### src/rtl/mdio_pkg.sv
package mdio_pkg;

    typedef enum logic [2:0] {
        OFS_CFG  = 3'd0,
        OFS_ADDR = 3'd1,
        OFS_CTRL = 3'd2,
        OFS_CMD  = 3'd3,
        OFS_STAT = 3'd4,
        OFS_IND  = 3'd5,
        OFS_TBI  = 3'd6
    } reg_ofs_e;

    localparam int FRAME_BITS = 64;
    localparam int PRE_BITS   = 32;
    localparam int TA_BIT     = 46;
    localparam int DATA_BIT   = 48;
    localparam int PHY_W      = 5;
    localparam int REGN_W     = 5;
    localparam int DATA_W     = 16;

    localparam logic [1:0] SOF_BITS = 2'b01;
    localparam logic [1:0] OP_WR    = 2'b01;
    localparam logic [1:0] OP_RD    = 2'b10;
    localparam logic [1:0] TA_WR    = 2'b10;

    typedef struct packed {
        logic       rst;
        logic [3:0] clksel;
    } cfg_t;

    typedef struct packed {
        cfg_t              cfg;
        logic [PHY_W-1:0]  phy;
        logic [REGN_W-1:0] regn;
        logic [DATA_W-1:0] ctrl;
        logic              cmd;
        logic [DATA_W-1:0] stat;
        logic [4:0]        tbi;
    } regs_t;

endpackage

### src/rtl/mdio_regs.sv
module mdio_regs
    import mdio_pkg::*;
(
    input  logic              clk,
    input  logic              rst_n,
    input  logic              wen,
    input  logic [2:0]        addr,
    input  logic [31:0]       wdata,
    output logic [31:0]       rdata,
    input  logic              busy_i,
    input  logic              nvalid_i,
    input  logic              rd_done_i,
    input  logic [DATA_W-1:0] rd_data_i,
    output logic              start_wr_o,
    output logic              start_rd_o,
    output logic              soft_rst_o,
    output logic [PHY_W-1:0]  phy_o,
    output logic [REGN_W-1:0] regn_o,
    output logic [DATA_W-1:0] wdata_o
);

    regs_t r_d, r_q;

    logic unused_wbits;
    assign unused_wbits = ^{wdata[30:16], wdata[7:5]};

    always_comb begin
        r_d        = r_q;
        start_wr_o = 1'b0;
        start_rd_o = 1'b0;
        if (wen) begin
            case (reg_ofs_e'(addr))
                OFS_CFG: begin
                    r_d.cfg.rst    = wdata[31];
                    r_d.cfg.clksel = wdata[3:0];
                end
                OFS_ADDR: if (!busy_i) begin
                    r_d.phy  = wdata[12:8];
                    r_d.regn = wdata[4:0];
                end
                OFS_CTRL: if (!busy_i) begin
                    r_d.ctrl   = wdata[15:0];
                    start_wr_o = !r_q.cfg.rst;
                end
                OFS_CMD: if (!busy_i) begin
                    r_d.cmd    = wdata[0];
                    start_rd_o = wdata[0] && !r_q.cmd && !r_q.cfg.rst;
                end
                OFS_TBI: r_d.tbi = wdata[4:0];
                default: ;
            endcase
        end
        if (rd_done_i) r_d.stat = rd_data_i;
        if (r_q.cfg.rst) begin
            r_d.stat = '0;
            r_d.cmd  = 1'b0;
        end
    end

    always_ff @(posedge clk) begin
        if (!rst_n) r_q <= '0;
        else        r_q <= r_d;
    end

    always_comb begin
        rdata = '0;
        case (reg_ofs_e'(addr))
            OFS_CFG:  rdata = {r_q.cfg.rst, 27'd0, r_q.cfg.clksel};
            OFS_ADDR: rdata = {19'd0, r_q.phy, 3'd0, r_q.regn};
            OFS_CTRL: rdata = {16'd0, r_q.ctrl};
            OFS_CMD:  rdata = {31'd0, r_q.cmd};
            OFS_STAT: rdata = {16'd0, r_q.stat};
            OFS_IND:  rdata = {29'd0, nvalid_i, 1'b0, busy_i};
            OFS_TBI:  rdata = {27'd0, r_q.tbi};
            default:  rdata = '0;
        endcase
    end

    assign soft_rst_o = r_q.cfg.rst;
    assign phy_o      = r_q.phy;
    assign regn_o     = r_q.regn;
    assign wdata_o    = wdata[15:0];

    assert_addr_hold_R8: assert property (@(posedge clk) disable iff (!rst_n)
        busy_i |=> $stable({r_q.phy, r_q.regn, r_q.ctrl}));

    assert_cmd_hold_R8: assert property (@(posedge clk) disable iff (!rst_n)
        (busy_i && !r_q.cfg.rst) |=> $stable(r_q.cmd));

    assert_softrst_clear_R9: assert property (@(posedge clk) disable iff (!rst_n)
        r_q.cfg.rst |=> (r_q.stat == '0 && !r_q.cmd));

endmodule

### src/rtl/mdio_engine.sv
module mdio_engine
    import mdio_pkg::*;
#(
    parameter int DIV = 112
) (
    input  logic              clk,
    input  logic              rst_n,
    input  logic              start_wr,
    input  logic              start_rd,
    input  logic              soft_rst,
    input  logic [PHY_W-1:0]  phy,
    input  logic [REGN_W-1:0] regn,
    input  logic [DATA_W-1:0] wdata,
    input  logic              mdio_i,
    output logic              mdc,
    output logic              mdio_o,
    output logic              mdio_oe,
    output logic              busy,
    output logic              nvalid,
    output logic              rd_done,
    output logic [DATA_W-1:0] rd_data
);

    localparam int DW   = $clog2(DIV);
    localparam int HALF = DIV / 2;
    localparam int BW   = $clog2(FRAME_BITS);

    typedef struct packed {
        logic                  busy;
        logic                  rd;
        logic                  nv;
        logic [DW-1:0]         div;
        logic [BW-1:0]         bitn;
        logic [FRAME_BITS-1:0] frame;
        logic [DATA_W-1:0]     rx;
    } eng_t;

    eng_t s_d, s_q;

    always_comb begin
        s_d     = s_q;
        rd_done = 1'b0;
        if (soft_rst) begin
            s_d.busy = 1'b0;
            s_d.nv   = 1'b0;
            s_d.div  = '0;
            s_d.bitn = '0;
        end else if (s_q.busy) begin
            if (s_q.rd && s_q.div == DW'(HALF - 1) && s_q.bitn >= BW'(DATA_BIT))
                s_d.rx = {s_q.rx[DATA_W-2:0], mdio_i};
            if (s_q.div == DW'(DIV - 1)) begin
                s_d.div = '0;
                if (s_q.bitn == BW'(FRAME_BITS - 1)) begin
                    s_d.busy = 1'b0;
                    s_d.nv   = 1'b0;
                    rd_done  = s_q.rd;
                end else begin
                    s_d.bitn = s_q.bitn + 1'b1;
                end
            end else begin
                s_d.div = s_q.div + 1'b1;
            end
        end else if (start_wr || start_rd) begin
            s_d.busy  = 1'b1;
            s_d.rd    = start_rd;
            s_d.nv    = start_rd;
            s_d.div   = '0;
            s_d.bitn  = '0;
            s_d.rx    = '0;
            s_d.frame = {{PRE_BITS{1'b1}}, SOF_BITS,
                         start_rd ? OP_RD : OP_WR, phy, regn,
                         start_rd ? 2'b00 : TA_WR,
                         start_rd ? {DATA_W{1'b0}} : wdata};
        end
    end

    always_ff @(posedge clk) begin
        if (!rst_n) s_q <= '0;
        else        s_q <= s_d;
    end

    assign mdc     = s_q.busy && (s_q.div >= DW'(HALF));
    assign mdio_oe = s_q.busy && !(s_q.rd && s_q.bitn >= BW'(TA_BIT));
    assign mdio_o  = mdio_oe && s_q.frame[BW'(FRAME_BITS - 1) - s_q.bitn];
    assign busy    = s_q.busy;
    assign nvalid  = s_q.nv;
    assign rd_data = s_q.rx;

    assert_frame_end_R6: assert property (@(posedge clk) disable iff (!rst_n)
        (s_q.busy && !soft_rst && s_q.div == DW'(DIV - 1) && s_q.bitn == BW'(FRAME_BITS - 1))
        |=> (!s_q.busy && !s_q.nv));

    assert_nv_in_busy_R6: assert property (@(posedge clk) disable iff (!rst_n)
        s_q.nv |-> s_q.busy);

    assert_bit_step_R7: assert property (@(posedge clk) disable iff (!rst_n)
        (s_q.busy && !soft_rst && s_q.div == DW'(DIV - 1) && s_q.bitn != BW'(FRAME_BITS - 1))
        |=> (s_q.bitn == $past(s_q.bitn) + 1'b1 && !mdc));

    assert_wr_start_R3: assert property (@(posedge clk) disable iff (!rst_n)
        (!s_q.busy && !soft_rst && start_wr) |=> (s_q.busy && !s_q.rd && mdio_oe && !mdc));

    assert_abort_R9: assert property (@(posedge clk) disable iff (!rst_n)
        soft_rst |=> !s_q.busy);

endmodule

### src/rtl/mdio_mgmt_master.sv
module mdio_mgmt_master
    import mdio_pkg::*;
#(
    parameter int DIV = 112
) (
    input  logic        clk,
    input  logic        rst_n,
    input  logic        reg_wen,
    input  logic [2:0]  reg_addr,
    input  logic [31:0] reg_wdata,
    output logic [31:0] reg_rdata,
    input  logic        mdio_i,
    output logic        mdc,
    output logic        mdio_o,
    output logic        mdio_oe
);

    logic              busy, nvalid, rd_done, start_wr, start_rd, soft_rst;
    logic [DATA_W-1:0] rd_data, wr_data;
    logic [PHY_W-1:0]  phy;
    logic [REGN_W-1:0] regn;

    mdio_regs u_regs (
        .clk        (clk),
        .rst_n      (rst_n),
        .wen        (reg_wen),
        .addr       (reg_addr),
        .wdata      (reg_wdata),
        .rdata      (reg_rdata),
        .busy_i     (busy),
        .nvalid_i   (nvalid),
        .rd_done_i  (rd_done),
        .rd_data_i  (rd_data),
        .start_wr_o (start_wr),
        .start_rd_o (start_rd),
        .soft_rst_o (soft_rst),
        .phy_o      (phy),
        .regn_o     (regn),
        .wdata_o    (wr_data)
    );

    mdio_engine #(.DIV(DIV)) u_engine (
        .clk      (clk),
        .rst_n    (rst_n),
        .start_wr (start_wr),
        .start_rd (start_rd),
        .soft_rst (soft_rst),
        .phy      (phy),
        .regn     (regn),
        .wdata    (wr_data),
        .mdio_i   (mdio_i),
        .mdc      (mdc),
        .mdio_o   (mdio_o),
        .mdio_oe  (mdio_oe),
        .busy     (busy),
        .nvalid   (nvalid),
        .rd_done  (rd_done),
        .rd_data  (rd_data)
    );

endmodule

### config.mk
export PLATFORM = sky130hd
export DESIGN_NAME = mdio_mgmt_master
export DESIGN_NICKNAME = d
export VERILOG_FILES = /design/src/rtl/mdio_pkg.sv /design/src/rtl/mdio_regs.sv /design/src/rtl/mdio_engine.sv /design/src/rtl/mdio_mgmt_master.sv
export SDC_FILE = /design/constraint.sdc
export NUM_CORES = 1
export LEC_CHECK = 0
export ABC_CLOCK_PERIOD_IN_PS = 4450
export BUFFER_PORTS_ARGS = -buffer_cell sky130_fd_sc_hd__buf_2
export CAP_MARGIN = 20
export CORE_ASPECT_RATIO = 1.5
export CORE_UTILIZATION = 40
export CTS_BUF_LIST = sky130_fd_sc_hd__clkbuf_16
export DETAILED_ROUTE_END_ITERATION = 8
export HOLD_SLACK_MARGIN = 0.03
export MAX_ROUTING_LAYER = met4
export PLACE_DENSITY_LB_ADDON = 0.05
export SLEW_MARGIN = 20
export SYNTH_ARGS = -nofsm -noshare
export SYNTH_HDL_FRONTEND = slang
export SYNTH_SLANG_ARGS = --single-unit
### constraint.sdc
create_clock -name clk -period 4.45 [get_ports clk]
set_clock_uncertainty 0.2 [all_clocks]
set_input_delay 0.445 -clock clk [delete_from_list [all_inputs] [get_ports clk]]
set_output_delay 0.445 -clock clk [all_outputs]
set_load 0.05 [all_outputs]
Word-level counts from Yosys, hierarchy flattened
Index checks and enable logic that the tools add are counted.
{"block": "word_totals", "reg_bits": 116, "latchBits": 0, "mem_bits_rw": 0, "rom_bits": 0, "in_bits": 39, "out_inout_bits": 35, "mem_count": 0}
{"block": "op_classes", "n_addsub": 3, "n_mul": 0, "n_div": 0, "order_cmp": 4, "n_eq_ne": 13, "n_shift": 0, "muxes": 28, "bitwise": 3, "n_reduce_logical": 24}
{"operator": "$pmux W32 S7", "n": 1}
{"operator": "$mux W96", "n": 1}
{"operator": "$mux W16", "n": 3}
{"operator": "$reduce_and A3 Y1", "n": 7}
{"operator": "$mux W1", "n": 16}
{"operator": "$mux W14", "n": 1}
{"operator": "$ge A6 B6 Y1 const B", "n": 2}
{"operator": "$mux W6", "n": 2}
{"operator": "$eq A3 B3 Y1 const B", "n": 3}
{"operator": "$logic_and A1 B1 Y1", "n": 8}
{"operator": "$ne A2 B2 Y1 const B", "n": 4}
{"operator": "$add A7 B1 Y7 const B", "n": 1}
{"operator": "$eq A7 B6 Y1 const B", "n": 1}
{"operator": "$eq A7 B7 Y1 const B", "n": 1}
{"operator": "$ge A7 B6 Y1 const B", "n": 1}
{"operator": "$lt A6 B7 Y1 const B", "n": 1}
{"operator": "$mux W7", "n": 1}
{"operator": "$add A6 B1 Y6 const B", "n": 1}
{"operator": "$bmux W1 S6", "n": 1}
{"operator": "$eq A3 B2 Y1 const B", "n": 2}
{"operator": "$eq A6 B6 Y1 const B", "n": 1}
{"operator": "$sub A6 B6 Y6 const A", "n": 1}
{"operator": "$mux W2", "n": 2}
{"operator": "$reduce_and A2 Y1", "n": 2}
{"operator": "7 further kinds", "n": 11}

Depth between registers and ports, before layout
{"block": "depth", "word_depth": 9, "mapped_depth": 8, "ltp_nobuf": 6}

By module
A second synthesis with hierarchy kept.
{"block": "hier_totals", "cells_unflattened": 654, "area_unflattened_um2": 5908.2}
{"module": "mdio_engine", "n_inst": 1, "cells_per_inst": 349, "area_each_um2": 3105.5, "seq_area_each_um2": 1201.2}
{"module": "mdio_regs", "n_inst": 1, "cells_per_inst": 305, "area_each_um2": 2802.7, "seq_area_each_um2": 1061.0}

Least setup slack after synthesis
Ideal clock, no wire load.
{"block": "synth_path", "path_type": "input to output", "from": "in reg_addr[0]", "to": "out reg_rdata[31]", "arrival_ns": 2.519, "t_required_ns": 3.805, "path_slack_ns": 1.286, "path_stages": 3, "cell_sequence": "clkbuf_1 -> buf_1 -> nor4b_1"}
{"block": "synth_between", "elab_chain_len": 2}
{"element": "start: declaration", "line": "mdio_mgmt_master.sv:9", "source": "input logic [2:0] reg_addr,"}
{"element": "$eq A3 B3 Y1, or another cell as far along", "line": "mdio_regs.sv:67", "source": "case (reg_ofs_e'(addr))"}
{"element": "$pmux W32 S7 (*)", "line": "mdio_regs.sv:67"}
{"element": "end: declaration", "line": "mdio_mgmt_master.sv:11", "source": "output logic [31:0] reg_rdata,"}
Every way passes the cells marked *; elsewhere a longest branch is shown, timed or not.

Worst setup path in the final report
{"block": "layout_path", "from": "in reg_addr[1]", "to": "out reg_rdata[1]"}
Same word-level chain as after synthesis.

==> flow_metrics.tcl <==
set metrics [dict create \
    yosysTopAreaCellShare_pct 43.9 \
    worst_pin_slew_ns 0.957 \
    setup_tns_ns 0 \
    setup_viol 0 \
    crit_path_start "reg_addr[1]" \
    postCtsSetupRepairBufs 0 \
    crit_arrival_ns 2.52 \
    end_kind "output pin" \
    relSlewSlack_pct 36.0 \
    p_leak_nw 2.19 \
    drv_slew 0 \
    syn_to_final_growth_pct 17.2 \
    p_clk_share_pct 55.2 \
    coreArea_sq_um 12500 \
    post_synth.cell_area_avg_sq_um 9.18 \
    cts-root-buf "clkbuf_16" \
    cts_buffer_depth 2 \
    period_share_pct 71.1 \
    gr-total-overflow 0 \
    min_from "mdio_i" \
    cts_resized 0 \
    grt_max_degree 51 \
    p_per_area_nw_per_um2 440 \
    hpwl_um 8890 \
    required_ns 3.81 \
    synth_seq_cells 113 \
    antenna_left 0 \
    layout_common_cells "113 x dfxtp_1, 79 x nand2_1, 46 x nor2_1" \
    path_clk_slew_ns 0.05 \
    rsz0062_at_grt "no" \
    p_seq_share_pct 39.0 \
    pwr-share-comb_pct 5.9 \
    yosys-top-cells-area "dfxtp_1 44%, mux2i_1 6.4%, nand2_1 5.8%, a22oi_1 5.1%, a21boi_0 4.7%" \
    ys_seq_area_share_pct 43.9 \
    die_w_um 94.7 \
    synth_area_leader_cell "dfxtp_1" \
    fillers 1232 \
    wire_per_inst_um 17.1 \
    yosys_warnings 0 \
    async_flop_share_pct 0 \
    finalCriticalPeriod_ns 3.16 \
    drv_cap 0 \
    io_buffers 43 \
    hold_class "input pin to flip-flop" \
    num_io_pins 74 \
    nets 633 \
    timing.rr.start "u_engine.s_q[80]$_SDFFE_PP0P_" \
    synth_edf_count 0 \
    clkLatencyLatePin_ns 0.40 \
    rows 50 \
    synth_flop_cell "dfxtp_1" \
    internal_power_w 0.00206 \
    dpl.cell_count 728 \
    path_max_fanout 17 \
    drtPass1Iterations 5 \
    swShare_pct 22.6 \
    fp.dieH_um 141 \
    drc 0 \
    cts_sinks 113 \
    crit_path_start_kind "input pin" \
    fin_cells 761 \
    die-area_sq_um 13300 \
    grt_pass1_vias 3908 \
    start_util_pct 41.2 \
    regArea_sq_um 2260 \
    routed_wl_um 13000 \
    drive_above_1_share_pct 16.7 \
    gp_congestion 0.795 \
    track_usage_pct 21.4 \
    r2r_slack_ns 1.88 \
    drtIter0Drc 199 \
    ir_drop_mv 0.216 \
    synth_cell_types 58 \
    cts-htree-levels 4 \
    status "complete, no violations" \
    syn_area_sq_um 5150 \
    antenna_found_initial 1 \
    syn_inst 561 \
    multi_input_area_sq_um 2640 \
    dr_total_vias 4121 \
    final_common_cell "dfxtp_1" \
    cts_hold_buf 0 \
    cts_made_buffers 17 \
    crit_type "input pin to output pin" \
    cts_tree "built" \
    setup_ws_ns 1.29 \
    p_sw_w 0.000602 \
    timing.fmax_mhz 316 \
    finalHoldViolCount 0 \
    grt_pass1_wl_um 21100 \
    timing.hold.ws_ns 0.0608 \
    vias_per_cell 5.42 \
    post-place-ws_ns 1.22 \
]
metal layers:
layer | wire length, um | global-route usage (%) | share of wire [%] | up-vias
met5 | 0 | - | 0 | -
met4 | 201 | 8.05 | 1.5 | 0
met3 | 432 | 4.58 | 3.3 | 13
met2 | 6460 | 34.0 | 50 | 83
met1 | 5900 | 26.4 | 45 | 2008
li1 | - | - | - | 2017
through the flow:
step	total power, W	util, %	instance area (sq um)
after global placement	0.00121	43.1	5390
after global routing	0.00275	48.3	6040
final	0.00266	48.3	6040
after detailed placement	0.00121	43.1	5400
after CTS	0.00269	48.3	6040
after floorplan	0.00118	-	5200
critical path: stages:
cell	delay (ns)
buf_2	0.33
inv_1	0.19
nor2_1	0.76
a22oi_1	0.23
o22ai_1	0.25
buf_2	0.30
cells in the mapped netlist, drive strengths merged (14+ instances only):
cell,number
nand2,80
a21boi,36
nor2,46
nor2b,30
a22oi,35
a22o,16
mux2i,33
clkbuf,26
buf,28
nand3,14
dfxtp,113
kinds of logic after synthesis:
| group | after synthesis | synth area share [%] |
|---|---|---|
| buffers and inverters | 61 | 6.07 |
| XOR/XNOR | 6 | 1.02 |
| multiplexers | 43 | 9.91 |
| AO/OA/AOI/OAI | 126 | 18.6 |
| AND/OR/NAND/NOR | 208 | 19.6 |
| flip-flops | 113 | 43.9 |
| other | 1 | 0.0728 |
| adder cells (fa/ha/maj) | 3 | 0.729 |
sequential cells by signal (all words and copies together) (netlist names):
signal             count
u_engine.busy          1
u_regs.soft_rst_o      1
u_engine.nvalid        1
u_engine.rd_data      16
u_regs.phy_o           5
u_regs.regn_o          5
u_engine.s_q          42
u_regs.r_q            42
layout make-up:
type	count	share of cell area [%]
sequential	113	37.5
timing repair buffer	51	4.56
clock inverter	15	3.58
multi-input combinational	401	43.7
antenna	1	0.0414
inverter	7	0.435
clock buffer	17	7.04
tap	156	3.23
power groups by stage:
| stage | clock, W | combinational [W] | sequential [W] |
|---|---|---|---|
| floorplan | 0 | 0.000124 | 0.00105 |
| global placement | 0 | 0.000156 | 0.00106 |
| detailed placement | 0 | 0.000157 | 0.00106 |
| CTS | 0.00149 | 0.000158 | 0.00104 |
| global route | 0.00154 | 0.000169 | 0.00104 |
| finish | 0.00147 | 0.000156 | 0.00104 |
worst paths after layout:
check,endpoint,cells after the start
setup / recovery,reg_rdata[1],6
hold / removal,u_engine.rd_data[0]$_SDFFE_PN0P_,2
setup reg to reg,u_regs.r_q[12]$_SDFFE_PP0P_,7
hold reg to reg,u_regs.r_q[22]$_SDFFE_PN0P_,2
Power figures use the tool's default switching activity.
